<file path="src/rtl/lw_rx_pkg.sv">
package lw_rx_pkg;
  localparam int OVS     = 16;
  localparam int PH_W    = 4;
  localparam int PH_HALF = OVS / 2 - 1;
  localparam int PH_MID  = OVS / 2;
  localparam int PH_LAST = OVS - 1;

  typedef enum logic [2:0] {
    ST_IDLE, ST_START, ST_DATA, ST_PAR, ST_STOP1, ST_STOP2, ST_WAITHI
  } rx_state_t;

  // Clock cycles per oversample tick, never below one.
  function automatic int calc_div(input int clk_hz, input int baud);
    int d;
    d = clk_hz / (baud * OVS);
    return (d < 1) ? 1 : d;
  endfunction

  // Parity fails when the XOR of data and parity bit differs from the mode.
  function automatic logic parity_bad(input logic data_xor, input logic pbit,
                                      input logic odd_mode);
    return (data_xor ^ pbit) != odd_mode;
  endfunction
endpackage

</file>
<file path="src/rtl/lw_rx_tick.sv">
module lw_rx_tick #(
  parameter int DIV = 2
) (
  input  logic clk,
  input  logic rst_n,
  input  logic rx_async,
  output logic rx_s,
  output logic tick
);
  localparam int CW = (DIV > 1) ? $clog2(DIV) : 1;

  logic          meta;
  logic [CW-1:0] cnt;

  always_ff @(posedge clk or negedge rst_n) begin
    if (!rst_n) begin
      meta <= 1'b1;
      rx_s <= 1'b1;
    end else begin
      meta <= rx_async;
      rx_s <= meta;
    end
  end

  assign tick = (cnt == CW'(DIV - 1));

  always_ff @(posedge clk or negedge rst_n) begin
    if (!rst_n) cnt <= '0;
    else if (tick) cnt <= '0;
    else cnt <= cnt + 1'b1;
  end
endmodule

</file>
<file path="src/rtl/lw_rx_frame.sv">
module lw_rx_frame
  import lw_rx_pkg::*;
#(
  parameter int DATA_W     = 32,
  parameter bit ODD_PARITY = 1'b0
) (
  input  logic              clk,
  input  logic              rst_n,
  input  logic              tick,
  input  logic              rx_s,
  output logic              word_done,
  output logic [DATA_W-1:0] word,
  output logic              perr,
  output logic              ferr,
  output logic              sample_evt,
  output logic              resync_evt
);
  localparam int BW = (DATA_W > 1) ? $clog2(DATA_W) : 1;

  rx_state_t         state;
  logic [PH_W-1:0]   ph;
  logic              prev;
  logic [BW-1:0]     bitcnt;
  logic [DATA_W-1:0] shreg;
  logic              pbit;
  logic              stop1_bad;

  logic at_last, in_bits, edge_seen, stop_low;

  assign at_last   = (ph == PH_W'(PH_LAST));
  assign in_bits   = (state == ST_DATA) || (state == ST_PAR);
  assign edge_seen = (rx_s != prev);
  assign stop_low  = stop1_bad || !rx_s;

  assign sample_evt = tick && at_last &&
                      (in_bits || state == ST_STOP1 || state == ST_STOP2);
  assign resync_evt = tick && in_bits && !at_last && edge_seen;

  always_ff @(posedge clk or negedge rst_n) begin
    if (!rst_n) begin
      state     <= ST_IDLE;
      ph        <= '0;
      prev      <= 1'b1;
      bitcnt    <= '0;
      shreg     <= '0;
      pbit      <= 1'b0;
      stop1_bad <= 1'b0;
    end else if (tick) begin
      prev <= rx_s;
      unique case (state)
        ST_IDLE: begin
          if (prev && !rx_s) begin
            state <= ST_START;
            ph    <= '0;
          end
        end
        ST_START: begin
          if (ph == PH_W'(PH_HALF)) begin
            ph     <= '0;
            bitcnt <= '0;
            state  <= rx_s ? ST_IDLE : ST_DATA;
          end else begin
            ph <= ph + 1'b1;
          end
        end
        ST_DATA, ST_PAR: begin
          if (at_last) begin
            ph <= '0;
            if (state == ST_DATA) begin
              shreg <= {rx_s, shreg[DATA_W-1:1]};
              if (bitcnt == BW'(DATA_W - 1)) state <= ST_PAR;
              else bitcnt <= bitcnt + 1'b1;
            end else begin
              pbit  <= rx_s;
              state <= ST_STOP1;
            end
          end else if (edge_seen) begin
            ph <= PH_W'(PH_MID);
          end else begin
            ph <= ph + 1'b1;
          end
        end
        ST_STOP1: begin
          if (at_last) begin
            ph        <= '0;
            stop1_bad <= !rx_s;
            state     <= ST_STOP2;
          end else begin
            ph <= ph + 1'b1;
          end
        end
        ST_STOP2: begin
          if (at_last) begin
            ph    <= '0;
            state <= stop_low ? ST_WAITHI : ST_IDLE;
          end else begin
            ph <= ph + 1'b1;
          end
        end
        ST_WAITHI: begin
          if (rx_s) state <= ST_IDLE;
        end
        default: state <= ST_IDLE;
      endcase
    end
  end

  always_ff @(posedge clk or negedge rst_n) begin
    if (!rst_n) begin
      word_done <= 1'b0;
      perr      <= 1'b0;
      ferr      <= 1'b0;
    end else begin
      word_done <= tick && at_last && (state == ST_STOP2);
      if (tick && at_last && (state == ST_STOP2)) begin
        ferr <= stop_low;
        perr <= parity_bad(^shreg, pbit, ODD_PARITY);
      end
    end
  end

  assign word = shreg;
endmodule

</file>
<file path="src/rtl/lw_rx_fifo.sv">
module lw_rx_fifo #(
  parameter int W     = 34,
  parameter int DEPTH = 8
) (
  input  logic                       clk,
  input  logic                       rst_n,
  input  logic                       push,
  input  logic [W-1:0]               push_data,
  input  logic                       pop,
  output logic                       full,
  output logic                       empty,
  output logic [W-1:0]               rd_data,
  output logic [$clog2(DEPTH):0]     count
);
  localparam int AW = (DEPTH > 1) ? $clog2(DEPTH) : 1;
  localparam int CW = $clog2(DEPTH) + 1;

  logic [W-1:0]  mem [DEPTH];
  logic [AW-1:0] wr_ptr, rd_ptr;

  assign full    = (count == CW'(DEPTH));
  assign empty   = (count == '0);
  assign rd_data = mem[rd_ptr];

  function automatic logic [AW-1:0] ptr_next(input logic [AW-1:0] p);
    return (p == AW'(DEPTH - 1)) ? '0 : p + 1'b1;
  endfunction

  always_ff @(posedge clk) begin
    if (push && !full) mem[wr_ptr] <= push_data;
  end

  always_ff @(posedge clk or negedge rst_n) begin
    if (!rst_n) begin
      wr_ptr <= '0;
      rd_ptr <= '0;
      count  <= '0;
    end else begin
      if (push && !full) wr_ptr <= ptr_next(wr_ptr);
      if (pop && !empty) rd_ptr <= ptr_next(rd_ptr);
      count <= count + CW'(push && !full) - CW'(pop && !empty);
    end
  end
endmodule

</file>
<file path="src/rtl/lw_uart_rx.sv">
module lw_uart_rx #(
  parameter int CLK_HZ     = 125_000_000,
  parameter int BAUD       = 9600,
  parameter int DATA_W     = 32,
  parameter int FIFO_DEPTH = 8,
  parameter bit ODD_PARITY = 1'b0
) (
  input  logic              clk,
  input  logic              rst_n,
  input  logic              rx_line,
  input  logic              ovr_clr,
  output logic              out_valid,
  input  logic              out_ready,
  output logic [DATA_W-1:0] out_data,
  output logic              out_perr,
  output logic              out_ferr,
  output logic              overrun
);
  localparam int DIV   = lw_rx_pkg::calc_div(CLK_HZ, BAUD);
  localparam int ENT_W = DATA_W + 2;
  localparam int CNT_W = $clog2(FIFO_DEPTH) + 1;

  logic              rx_s, tick;
  logic              word_done, frm_perr, frm_ferr;
  logic [DATA_W-1:0] frm_word;
  logic              sample_evt, resync_evt;
  logic              fifo_full, fifo_empty;
  logic [ENT_W-1:0]  head;
  logic [CNT_W-1:0]  fifo_count;
  logic              fifo_push, fifo_pop;

  lw_rx_tick #(.DIV(DIV)) u_tick (
    .clk(clk), .rst_n(rst_n), .rx_async(rx_line), .rx_s(rx_s), .tick(tick)
  );

  lw_rx_frame #(.DATA_W(DATA_W), .ODD_PARITY(ODD_PARITY)) u_frame (
    .clk(clk), .rst_n(rst_n), .tick(tick), .rx_s(rx_s),
    .word_done(word_done), .word(frm_word), .perr(frm_perr), .ferr(frm_ferr),
    .sample_evt(sample_evt), .resync_evt(resync_evt)
  );

  assign fifo_push = word_done && !fifo_full;
  assign fifo_pop  = out_valid && out_ready;

  lw_rx_fifo #(.W(ENT_W), .DEPTH(FIFO_DEPTH)) u_fifo (
    .clk(clk), .rst_n(rst_n), .push(fifo_push),
    .push_data({frm_perr, frm_ferr, frm_word}), .pop(fifo_pop),
    .full(fifo_full), .empty(fifo_empty), .rd_data(head), .count(fifo_count)
  );

  assign out_valid = !fifo_empty;
  assign out_data  = head[DATA_W-1:0];
  assign out_ferr  = head[DATA_W];
  assign out_perr  = head[DATA_W+1];

  always_ff @(posedge clk or negedge rst_n) begin
    if (!rst_n) overrun <= 1'b0;
    else if (word_done && fifo_full) overrun <= 1'b1;
    else if (ovr_clr) overrun <= 1'b0;
  end
endmodule

</file>
<file path="config.mk">
export PLATFORM = sky130hd
export DESIGN_NAME = lw_uart_rx
export DESIGN_NICKNAME = d
export VERILOG_FILES = /design/src/rtl/lw_rx_pkg.sv /design/src/rtl/lw_rx_tick.sv /design/src/rtl/lw_rx_frame.sv /design/src/rtl/lw_rx_fifo.sv /design/src/rtl/lw_uart_rx.sv
export SDC_FILE = /design/constraint.sdc
export NUM_CORES = 1
export LEC_CHECK = 0
export BUFFER_PORTS_ARGS = -buffer_cell sky130_fd_sc_hd__buf_2
export CORE_MARGIN = 4
export CORE_UTILIZATION = 55
export DETAILED_ROUTE_END_ITERATION = 10
export PLACE_DENSITY = 0.72
export SYNTH_ARGS = -nofsm -noshare
export SYNTH_HDL_FRONTEND = slang
export SYNTH_HIERARCHICAL = 1
export SYNTH_SLANG_ARGS = --single-unit
</file>
<file path="constraint.sdc">
create_clock -name clk -period 6.6 [get_ports clk]
set_input_delay 0.99 -clock clk [delete_from_list [all_inputs] [get_ports clk]]
set_output_delay 0.99 -clock clk [all_outputs]
set_load 0.03 [all_outputs]
</file>
==> summary.txt, run 1 <==
Floorplan
  – Die Ht: ~170 um
  – Starting density of the core: between 50% and 60%
  – Num rows: 58
  – Die area: 0.0285 mm2
  – Area of the core: around 0.025 mm2
  – Top-level port count: 41
  – Die Wd: between 150 and 200 um

Setup path
  – CP Data Required Time: around 5.6 ns
  – Arr. time, crit path: roughly 3.1 ns
  – Setup crit start kind: flop
  – Worst R2R Setup Slack: ~3.4 ns
  – Reg2reg start: u_fifo/count[2]
  – Nature of the critical path endpoint: primary output
  – R2R cell count: 8
  – Setup CP Type: reg2out
  – Setup crit end: out_data[25]
  – End of the worst register-to-register path: u_fifo/mem[1][25]
  – Crit Path Max Fanout: 40
  – Critical Path Start: u_fifo/rd_ptr[0]

CTS
  – Skew-Pair Late Insertion Delay: 0.52 ns
  – Clock H-tree levels: 2
  – Root Driver: clkbuf_16
  – Post-CTS setup buffer count: 0
  – Num CTS Buffers: 37
  – Clock slew at reported path FFs: 0.06 ns
  – CTS max path bufs: 3
  – Post-CTS sizing: 0
  – TritonCTS Sinks: around 350
  – CTS tree: done
  – CTS Hold Bufs: 0

Finish
  – Nets: 806
  – Layout cells sized above 1: about a quarter
  – ANT cells: 0
  – Area grow syn2layout: 13.0%
  – Fin cells: 1,142
  – Fillers: around 1,700
  – Core Util, Final: around 63%
  – Design area: 0.0160 mm2

Routing
  – Antenna Violating Nets Remaining: 0
  – WL/cell: 22.8 um
  – Via Count: around 6,800
  – Remaining DRCs: 0
  – DR vias/cell: 5.92
  – TritonRoute pass-1 iters: 4
  – Final WL: about 26,000 um
  – Drt initial violations: about 460

Place
  – Post-DP HPWL: approximately 15,000 um
  – Placed Area: between 0.01 and 0.015 mm2
  – GPL Wtd Cong: 0.798
  – PortBufs: 40
  – Placed Cells: 1,075

Logic synthesis
  – Synth Warn #: 6
  – Synth Cell Area: roughly 0.014 mm2
  – Post-synth net total: 743
  – Synthesized area per cell: about 20 um2
  – Synth Instances: 721

STA
  – Period minus WS final: ~4 ns
  – Worst-margin pin slew: around 1.1 ns
  – Hold WS: 0.364 ns
  – RSZ-0062 raised after global routing: false
  – Max_slew headroom: ~27%
  – Endpoints failing hold: 0
  – Max-slew violation count: 0
  – Fmax: approximately 240 MHz
  – Setup TNS: 0 ns
  – Skew final: around 0.024 ns
  – Tcrit/Tclk final: 62.4%
  – Final count of negative-setup-slack endpoints: 0

Global routing
  – Pin count of the biggest net entering global routing: between 70 and 80
  – GRT Util Overall: 19.0%
  – Global-route wire length before repair: around 41,000 um
  – Total gr overflow: 0
  – Vias in the first global route: slightly above 7,000
  – Initial antenna violation count: 0

Run
  – Max capacitance violation total: 0

Power
  – Max IR drop VDD: ~0.00023 V
  – Leakage: a little under 5 nW
  – Cell Pwr Density: 311 mW/mm2

Hold path
  – Worst Hold Class: reg2reg

Run status
  – Status: complete, no violations
[critical path, stage by stage, from the launching register on]
cell and delay [ns]:
dfrtp_4 0.78, buf_4 0.65, mux4_1 0.68, mux2_2 0.29, buf_2 0.18
[layer usage]
metal	share of wire [%]	wire, um	track usage (%)	vias up
met3	4.6	1190	3.20	36
met4	1.8	479	5.12	0
met2	52	13700	33.6	155
li1	-	-	-	3034
met1	41	10800	24.5	3541
met5	0	0	0	-
[through the flow]
stage	worst slack, ns	total power (W)
3_3_place_gp	3.07	0.00295
2_1_floorplan	1.74	0.00289
3_5_place_dp	2.99	0.00298
5_1_grt	2.39	0.00519
4_1_cts	2.45	0.00505
6_report	2.48	0.00499
[layout by cell type, fill, tap and decap left out, drive strengths merged, types with 3 or more instances in the layout]
master  instances
dfrtp          70
nor2           20
mux4           68
buf            53
nand2b          5
nand4           3
clkinv          5
bufinv          4
inv            23
nor3            7
mux2           76
xor2           10
nand2          16
nand3          11
a21o            3
or3b            3
o31ai           4
edfxtp        272
o21ai          13
xnor2          30
clkbuf         55
a21oi          11
dfstp           3
nor2b           5
ha             16
[cell type report]
type                            instances  area [um2]  area share (%)
Timing Repair Buffer                   53         300            1.87
Tap cell                              330         413            2.57
Multi-Input combinational cell        326        4000            24.9
Sequential cell                       345       10000            62.4
Clock buffer                           55        1070            6.69
Clock inverter                         12         173            1.08
Inverter                               21        78.8           0.491
[worst min path at each step]
stage,from,to,cells after the start
6_report,u_tick/meta,u_tick/rx_s,0
5_1_grt,u_tick/meta,u_tick/rx_s,0
2_1_floorplan,u_tick/meta,u_tick/rx_s,0
3_5_place_dp,u_tick/meta,u_tick/rx_s,0
3_3_place_gp,u_tick/meta,u_tick/rx_s,0
4_1_cts,u_tick/meta,u_tick/rx_s,0
[registers in the layout, summed over array words and instances (netlist names)]
| name | flops |
|---|---|
| u_tick/cnt | 10 |
| u_frame/word | 32 |
| u_fifo/rd_ptr | 3 |
| u_tick/rx_s | 1 |
| u_frame/ferr | 1 |
| overrun | 1 |
| u_frame/word_done | 1 |
| u_frame/prev | 1 |
| u_frame/pbit | 1 |
| u_frame/stop1_bad | 1 |
| u_frame/state | 3 |
| u_frame/bitcnt | 5 |
| u_frame/perr | 1 |
| u_fifo/count | 4 |
| u_fifo/wr_ptr | 3 |
| u_fifo/mem | 272 |
| u_tick/meta | 1 |
| u_frame/ph | 4 |
[report_power, final]
| part | switching [W] | internal, W |
|---|---|---|
| Combinational | 0.000173 | 0.000243 |
| Sequential | 0.000166 | 0.00235 |
| Clock | 0.000781 | 0.00128 |
| Total | 0.00112 | 0.00387 |
Power figures use the tool's default switching activity.
==> run 2, diff against run 1 <==
==> constraint.sdc (replaced) <==
create_clock -name clk -period 3.85 [get_ports clk]
set_input_delay 0.5775 -clock clk [delete_from_list [all_inputs] [get_ports clk]]
set_output_delay 0.5775 -clock clk [all_outputs]
set_load 0.03 [all_outputs]
==> run 2 against run 1 <==
- final area fell by 0.25%
- core utilization fell by 0.16 points
- hold slack got worse by 0.19 ns
- critical endpoint is now out_data[29]
==> summary.txt, run 2 (same netlist as run 1, synthesis figures left out) <==
STA
  – Skew final: 0.0178 ns (-0.00636 ns)
  – Fmax: about 300 MHz
  – Final count of negative-setup-slack endpoints: 0 (unchanged)
  – Setup TNS: 0 ns (unchanged)
  – Final setup margin: 0.469 ns (-2.01 ns)
  – Worst-margin pin slew: 0.966 ns (-0.123 ns)
  – Hold WS: 0.172 ns (-0.192 ns)
  – RSZ-0062 raised after global routing: false
  – Tcrit/Tclk final: between 80 and 90%
  – Period minus WS final: approximately 3.4 ns
  – Max_slew headroom: 35.6% (+8.6 points)
  – Max-slew violation count: 0 (unchanged)
  – Endpoints failing hold: 0 (unchanged)

Routing
  – WL/cell: 22.3 um (-2.4%)
  – Via Count: 6,701 (-0.96%)
  – TritonRoute pass-1 iters: 7 (+3)
  – Drt initial violations: 480 (+3.4%)
  – Antenna Violating Nets Remaining: 0 (unchanged)
  – Final WL: 25,400 um (-2.6%)
  – Remaining DRCs: 0 (unchanged)
  – DR vias/cell: 5.88 (-0.70%)

Floorplan
  – Area of the core: 0.0253 mm2 (unchanged)
  – Top-level port count: 41 (unchanged)
  – Starting density of the core: 56.1% (unchanged)
  – Num rows: 58 (unchanged)
  – Die area: 0.0285 mm2 (unchanged)
  – Die Wd: 169 um (unchanged)
  – Die Ht: 169 um (unchanged)

Setup path
  – Reg2reg start: u_fifo/count[2]
  – Critical Path Start: u_fifo/rd_ptr[0]
  – Nature of the critical path endpoint: primary output
  – End of the worst register-to-register path: u_fifo/count[1]
  – Setup CP Type: reg2out
  – CP Data Required Time: 3.27 ns (-2.34 ns)
  – Arr. time, crit path: 2.80 ns (-0.33 ns)
  – Worst R2R Setup Slack: 1.23 ns (-2.17 ns)
  – R2R cell count: 12 (+4)
  – Setup crit start kind: flop
  – Crit Path Max Fanout: 39 (-2.5%)
  – Setup crit end: out_data[29]

Global routing
  – Met3 Track Usage GR: 3.27% (+0.070 points)
  – Met2 Usage GRT: 31.2% (-2.4 points)
  – GRT Util Overall: 18.3% (-0.66 points)
  – Total gr overflow: 0 (unchanged)
  – GRT met1 Usage: 24.8% (+0.25 points)
  – Vias in the first global route: 7,086 (-1.2%)
  – Top Usage Layer GRT: met2
  – Initial antenna violation count: 0 (unchanged)
  – Global-route wire length before repair: 40,100 um (-2.8%)
  – Pin count of the biggest net entering global routing: 74 (unchanged)

Run status
  – Status: complete, no violations

Run
  – Max capacitance violation total: 0 (unchanged)

Place
  – Post-DP HPWL: 13,500 um (-9.3%)
  – Worst slack, placed: 0.968 ns (-2.02 ns)
  – PortBufs: 40 (unchanged)
  – GPL Wtd Cong: 0.760 (-4.7%)

CTS
  – CTS max path bufs: 3 (unchanged)
  – Post-CTS setup buffer count: 0 (unchanged)
  – TritonCTS Sinks: 345 (unchanged)
  – CTS tree: done
  – Skew-Pair Late Insertion Delay: 0.52 ns (about the same)
  – Clock slew at reported path FFs: 0.06 ns (about the same)
  – Post-CTS sizing: 0 (unchanged)
  – Num CTS Buffers: 35 (-5.4%)
  – Clock H-tree levels: 2 (unchanged)
  – CTS Hold Bufs: 0 (unchanged)
  – Root Driver: clkbuf_16

Finish
  – Biggest register: u_fifo/mem
  – Largest register FFs: 272 (unchanged)
  – Reg area: 0.0100 mm2 (about the same)
  – Area grow syn2layout: 12.7%
  – Nets: 804 (-0.25%)
  – Fillers: 1,687 (-0.88%)
  – Most common cell after layout, fill and taps aside: edfxtp_1
  – Most frequent cells in the layout: edfxtp_1 (272), mux2_2 (76), dfrtp_1 (68), mux4_1 (67), buf_2 (39)
  – Footprint of the multi-input gates: 0.00401 mm2 (about the same)
  – ANT cells: 0 (unchanged)
  – Layout cells sized above 1: 25.2% (-0.28 points)

Power
  – Cell Pwr Density: 526 mW/mm2 (+69%)
  – Leakage: 4.78 nW (-0.66%)
  – Max IR drop VDD: 0.000321 V (+38%)

Hold path
  – Worst Hold Class: in2reg
-- run 2: cell count changes in the layout (fill, tap and decap cells not counted), sizes merged --
| cell | change |
|---|---|
| clkinv | +2 |
| inv | -1 |
| bufinv | -1 |
| clkbuf | -5 |
| clkinvlp | +2 |
-- run 2: per-layer routing --
| layer | wire length [um] | part of all wire [%] | vias to the layer above |
|---|---|---|---|
| met1 | 10800 | 43 | 3517 |
| met3 | 1120 | 4.4 | 35 |
| met2 | 13000 | 51 | 118 |
| met5 | 0 | 0 | - |
| met4 | 423 | 1.7 | 0 |
| li1 | - | - | 3031 |
-- run 2: area by class of cell --
| class | instances | area share (%) |
|---|---|---|
| tap | 330 | 2.58 |
| clock buffer | 50 | 6.27 |
| timing repair buffer | 53 | 2.11 |
| inverter | 21 | 0.492 |
| sequential | 345 | 62.5 |
| clock inverter | 14 | 1.03 |
| multi-input combinational | 326 | 25.0 |
-- run 2: stage by stage --
stage / instance area [um2] / utilization (%) / total power [W] / instances
2_1_floorplan: 14200 / - / 0.00495 / 721
3_3_place_gp: 14800 / 58.6 / 0.00511 / 1075
3_5_place_dp: 14800 / 58.6 / 0.00515 / 1075
4_1_cts: 16000 / 63.2 / 0.00852 / 1139
5_1_grt: 16000 / 63.2 / 0.00874 / 1139
6_report: 16000 / 63.2 / 0.00842 / 1139
-- run 2: power by group --
| group | total [W] | switching, W | internal, W |
|---|---|---|---|
| Sequential | 0.00425 | 0.000231 | 0.00402 |
| Clock | 0.00336 | 0.00134 | 0.00203 |
| Combinational | 0.000804 | 0.000347 | 0.000457 |
| Total | 0.00842 | 0.00191 | 0.00651 |
-- run 2: how the worst min path moves through the flow --
stage                start          end  slack (ns)  depth (start not counted)
2_1_floorplan        rst_n      overrun        0.28                          0
3_3_place_gp   u_tick/meta  u_tick/rx_s        0.35                          0
3_5_place_dp   u_tick/meta  u_tick/rx_s        0.35                          0
4_1_cts            rx_line  u_tick/meta        0.15                          1
5_1_grt            rx_line  u_tick/meta        0.15                          1
6_report           rx_line  u_tick/meta        0.17                          1
-- run 2: critical path, stage by stage, from the launching register on --
cell and delay (ns):
dfrtp_4 0.87, buf_12 0.33, mux4_1 0.59, mux2_2 0.29
buf_2 0.19
==> run 3, diff against run 2 <==
--- a/config.mk
+++ b/config.mk
@@ -10,6 +10,7 @@
 export CORE_UTILIZATION = 55
 export DETAILED_ROUTE_END_ITERATION = 10
 export PLACE_DENSITY = 0.72
+export REMOVE_ABC_BUFFERS = 1
 export SYNTH_ARGS = -nofsm -noshare
 export SYNTH_HDL_FRONTEND = slang
 export SYNTH_HIERARCHICAL = 1
==> run 3 against run 2 <==
- non-clock buffer count increased by 4
- die area is the same
- critical path depth stayed put
- via count grew 0.49%
- register-to-register slack improved by 0.02 ns
- global-route usage up 0.25 points
- sequential cell count unchanged
- core utilization rose by 0.084 points
- largest power group unchanged
==> summary.txt, run 3 (same netlist as run 1, synthesis figures left out) <==
Routing
  – WL/cell: 22.4 um (+0.28%)
  – Met2 WL post-DR: 13,300 um (+2.1%)
  – Antenna Violating Nets Remaining: 0 (unchanged)
  – Metal3 WL: 1190 um (+6.5%)
  – DR vias/cell: 5.88 (about the same)
  – Drt initial violations: 502 (+4.6%)
  – Met1 WL: 10,800 um (-0.57%)
  – Remaining DRCs: 0 (unchanged)
  – Uppermost layer routed: met4
  – Via Count: 6,734 (+0.49%)
  – TritonRoute pass-1 iters: 5 (-2)
  – Final WL: 25,600 um (+0.80%)

Setup path
  – Setup crit start kind: flop
  – Slowest CP cell: dfrtp_4
  – CP Data Required Time: 3.27 ns (about the same)
  – Reg2reg start: u_fifo/count[2]
  – Critical Path Start: u_fifo/rd_ptr[0]
  – Worst R2R Setup Slack: 1.25 ns (+0.02 ns)
  – Slowest stage delay, CP: 0.82 ns (-0.05 ns)
  – Critical Path, Cell by Cell: buf_4, mux4_1, mux2_2, buf_2
  – Crit Path Max Fanout: 34 (-13%)
  – R2R cell count: 8 (-4)
  – Setup CP Type: reg2out
  – Setup crit end: out_data[18]
  – Nature of the critical path endpoint: primary output
  – End of the worst register-to-register path: u_fifo/mem[3][20]
  – Arr. time, crit path: 2.88 ns (+0.08 ns)

Finish
  – Core Util, Final: 63.3% (+0.084 points)
  – Design area: 0.0160 mm2 (+0.13%)
  – Nets: 809 (+0.62%)
  – Largest register FFs: 272 (unchanged)
  – Fillers: 1,719 (+1.9%)
  – ANT cells: 0 (unchanged)
  – Most common cell after layout, fill and taps aside: edfxtp_1
  – Biggest register: u_fifo/mem
  – Area grow syn2layout: 12.9%
  – Most frequent cells in the layout: edfxtp_1 (272), mux2_2 (76), dfrtp_1 (68), mux4_1 (67), buf_2 (39)
  – Layout cells sized above 1: 25.8% (+0.55 points)

Floorplan
  – Area of the core: 0.0253 mm2 (unchanged)
  – Die Wd: 169 um (unchanged)
  – Num rows: 58 (unchanged)
  – Die area: 0.0285 mm2 (unchanged)
  – Die Ht: 169 um (unchanged)
  – Starting density of the core: 56.1% (unchanged)
  – Top-level port count: 41 (unchanged)

Power
  – Internal Power: 0.00650 W (about the same)
  – Final Power: 0.00842 W (about the same)
  – Sequential share of power: 49.9% (-0.6 points)
  – Combinational share of power: 10.0% (+0.5 points)
  – Max IR drop VDD: 0.000307 V (-4.6%)
  – Clock power share: 40.1% (about the same)
  – Switching Share: 22.8% (+0.059 points)
  – Leakage: 4.82 nW (+0.65%)
  – Cell Pwr Density: 525 mW/mm2 (-0.12%)
  – NetSw: 0.00192 W (+0.27%)

STA
  – RSZ-0062 raised after global routing: false
  – Max-slew violation count: 0 (unchanged)
  – Worst-margin pin slew: 0.960 ns (-0.00561 ns)
  – Skew final: 0.0120 ns (-0.00587 ns)
  – Setup TNS: 0 ns (unchanged)
  – Final count of negative-setup-slack endpoints: 0 (unchanged)
  – Fmax: 289 MHz (-2.3%)
  – Period minus WS final: 3.46 ns (+0.0782 ns)
  – Max_slew headroom: 36.0% (+0.37 points)
  – Tcrit/Tclk final: 89.8% (+2.0 points)
  – Endpoints failing hold: 0 (unchanged)
  – Hold WS: 0.176 ns (+0.00323 ns)

Place
  – GPL Wtd Cong: 0.766 (+0.88%)
  – Placed Area: 0.0148 mm2 (about the same)
  – Post-DP HPWL: 14,400 um (+6.7%)
  – PortBufs: 40 (unchanged)

Global routing
  – Total gr overflow: 0 (unchanged)
  – Initial antenna violation count: 0 (unchanged)
  – Vias in the first global route: 7,150 (+0.90%)
  – Global-route wire length before repair: 40,800 um (+1.6%)
  – Pin count of the biggest net entering global routing: 74 (unchanged)
  – GRT Util Overall: 18.6% (+0.25 points)

CTS
  – Num CTS Buffers: 36 (+2.9%)
  – TritonCTS Sinks: 345 (unchanged)
  – Post-CTS sizing: 0 (unchanged)
  – CTS tree: done
  – Post-CTS setup buffer count: 0 (unchanged)
  – Skew-Pair Late Insertion Delay: 0.51 ns (about the same)
  – Clock H-tree levels: 2 (unchanged)
  – Root Driver: clkbuf_16
  – CTS Hold Bufs: 0 (unchanged)
  – CTS max path bufs: 3 (unchanged)
  – Clock slew at reported path FFs: 0.06 ns (about the same)

Hold path
  – Worst Hold Class: in2reg

Run status
  – Status: complete, no violations

Run
  – Max capacitance violation total: 0 (unchanged)
-- run 3: worst min-delay path by stage --
| stage | depth (start not counted) | endpoint | from |
|---|---|---|---|
| 2_1_floorplan | 0 | overrun | rst_n |
| 3_3_place_gp | 0 | u_tick/rx_s | u_tick/meta |
| 3_5_place_dp | 0 | u_tick/rx_s | u_tick/meta |
| 4_1_cts | 1 | u_tick/meta | rx_line |
| 5_1_grt | 1 | u_tick/meta | rx_line |
| 6_report | 1 | u_tick/meta | rx_line |
-- run 3: worst max-delay path: cells and delay by family, from the launching register on --
kind,cells,cell delay [ns]
flops,1,0.82
buf+inv,2,0.61
mux,2,0.92
-- run 3: metal layers --
layer | up-vias | GRT usage, %
met5 | - | 0
li1 | 3044 | -
met3 | 30 | 3.08
met1 | 3494 | 25.3
met2 | 166 | 32.1
met4 | 0 | 3.95
-- run 3: power by group through the flow --
stage | Sequential (W) | Combinational [W] | Clock, W
after floorplan | 0.00435 | 0.000492 | 0
after global placement | 0.00427 | 0.000817 | 0
after detailed placement | 0.00429 | 0.000846 | 0
after CTS | 0.00421 | 0.000854 | 0.00344
after global routing | 0.00422 | 0.000909 | 0.00362
final | 0.00420 | 0.000840 | 0.00338
-- run 3: final cells by class --
| type | instances | area [um2] | area share, % |
|---|---|---|---|
| Timing Repair Buffer | 57 | 355 | 2.22 |
| Inverter | 21 | 78.8 | 0.492 |
| Sequential cell | 345 | 10000 | 62.4 |
| Clock inverter | 14 | 135 | 0.843 |
| Tap cell | 330 | 413 | 2.58 |
| Clock buffer | 52 | 1050 | 6.57 |
| Multi-Input combinational cell | 326 | 3990 | 24.9 |
-- run 3: metrics by stage --
stage / worst slack [ns] / std cells
2_1_floorplan: -1.01 / 692
4_1_cts: 0.353 / 1145
3_5_place_dp: 0.899 / 1079
6_report: 0.391 / 1145
3_3_place_gp: 0.966 / 1079
5_1_grt: 0.289 / 1145
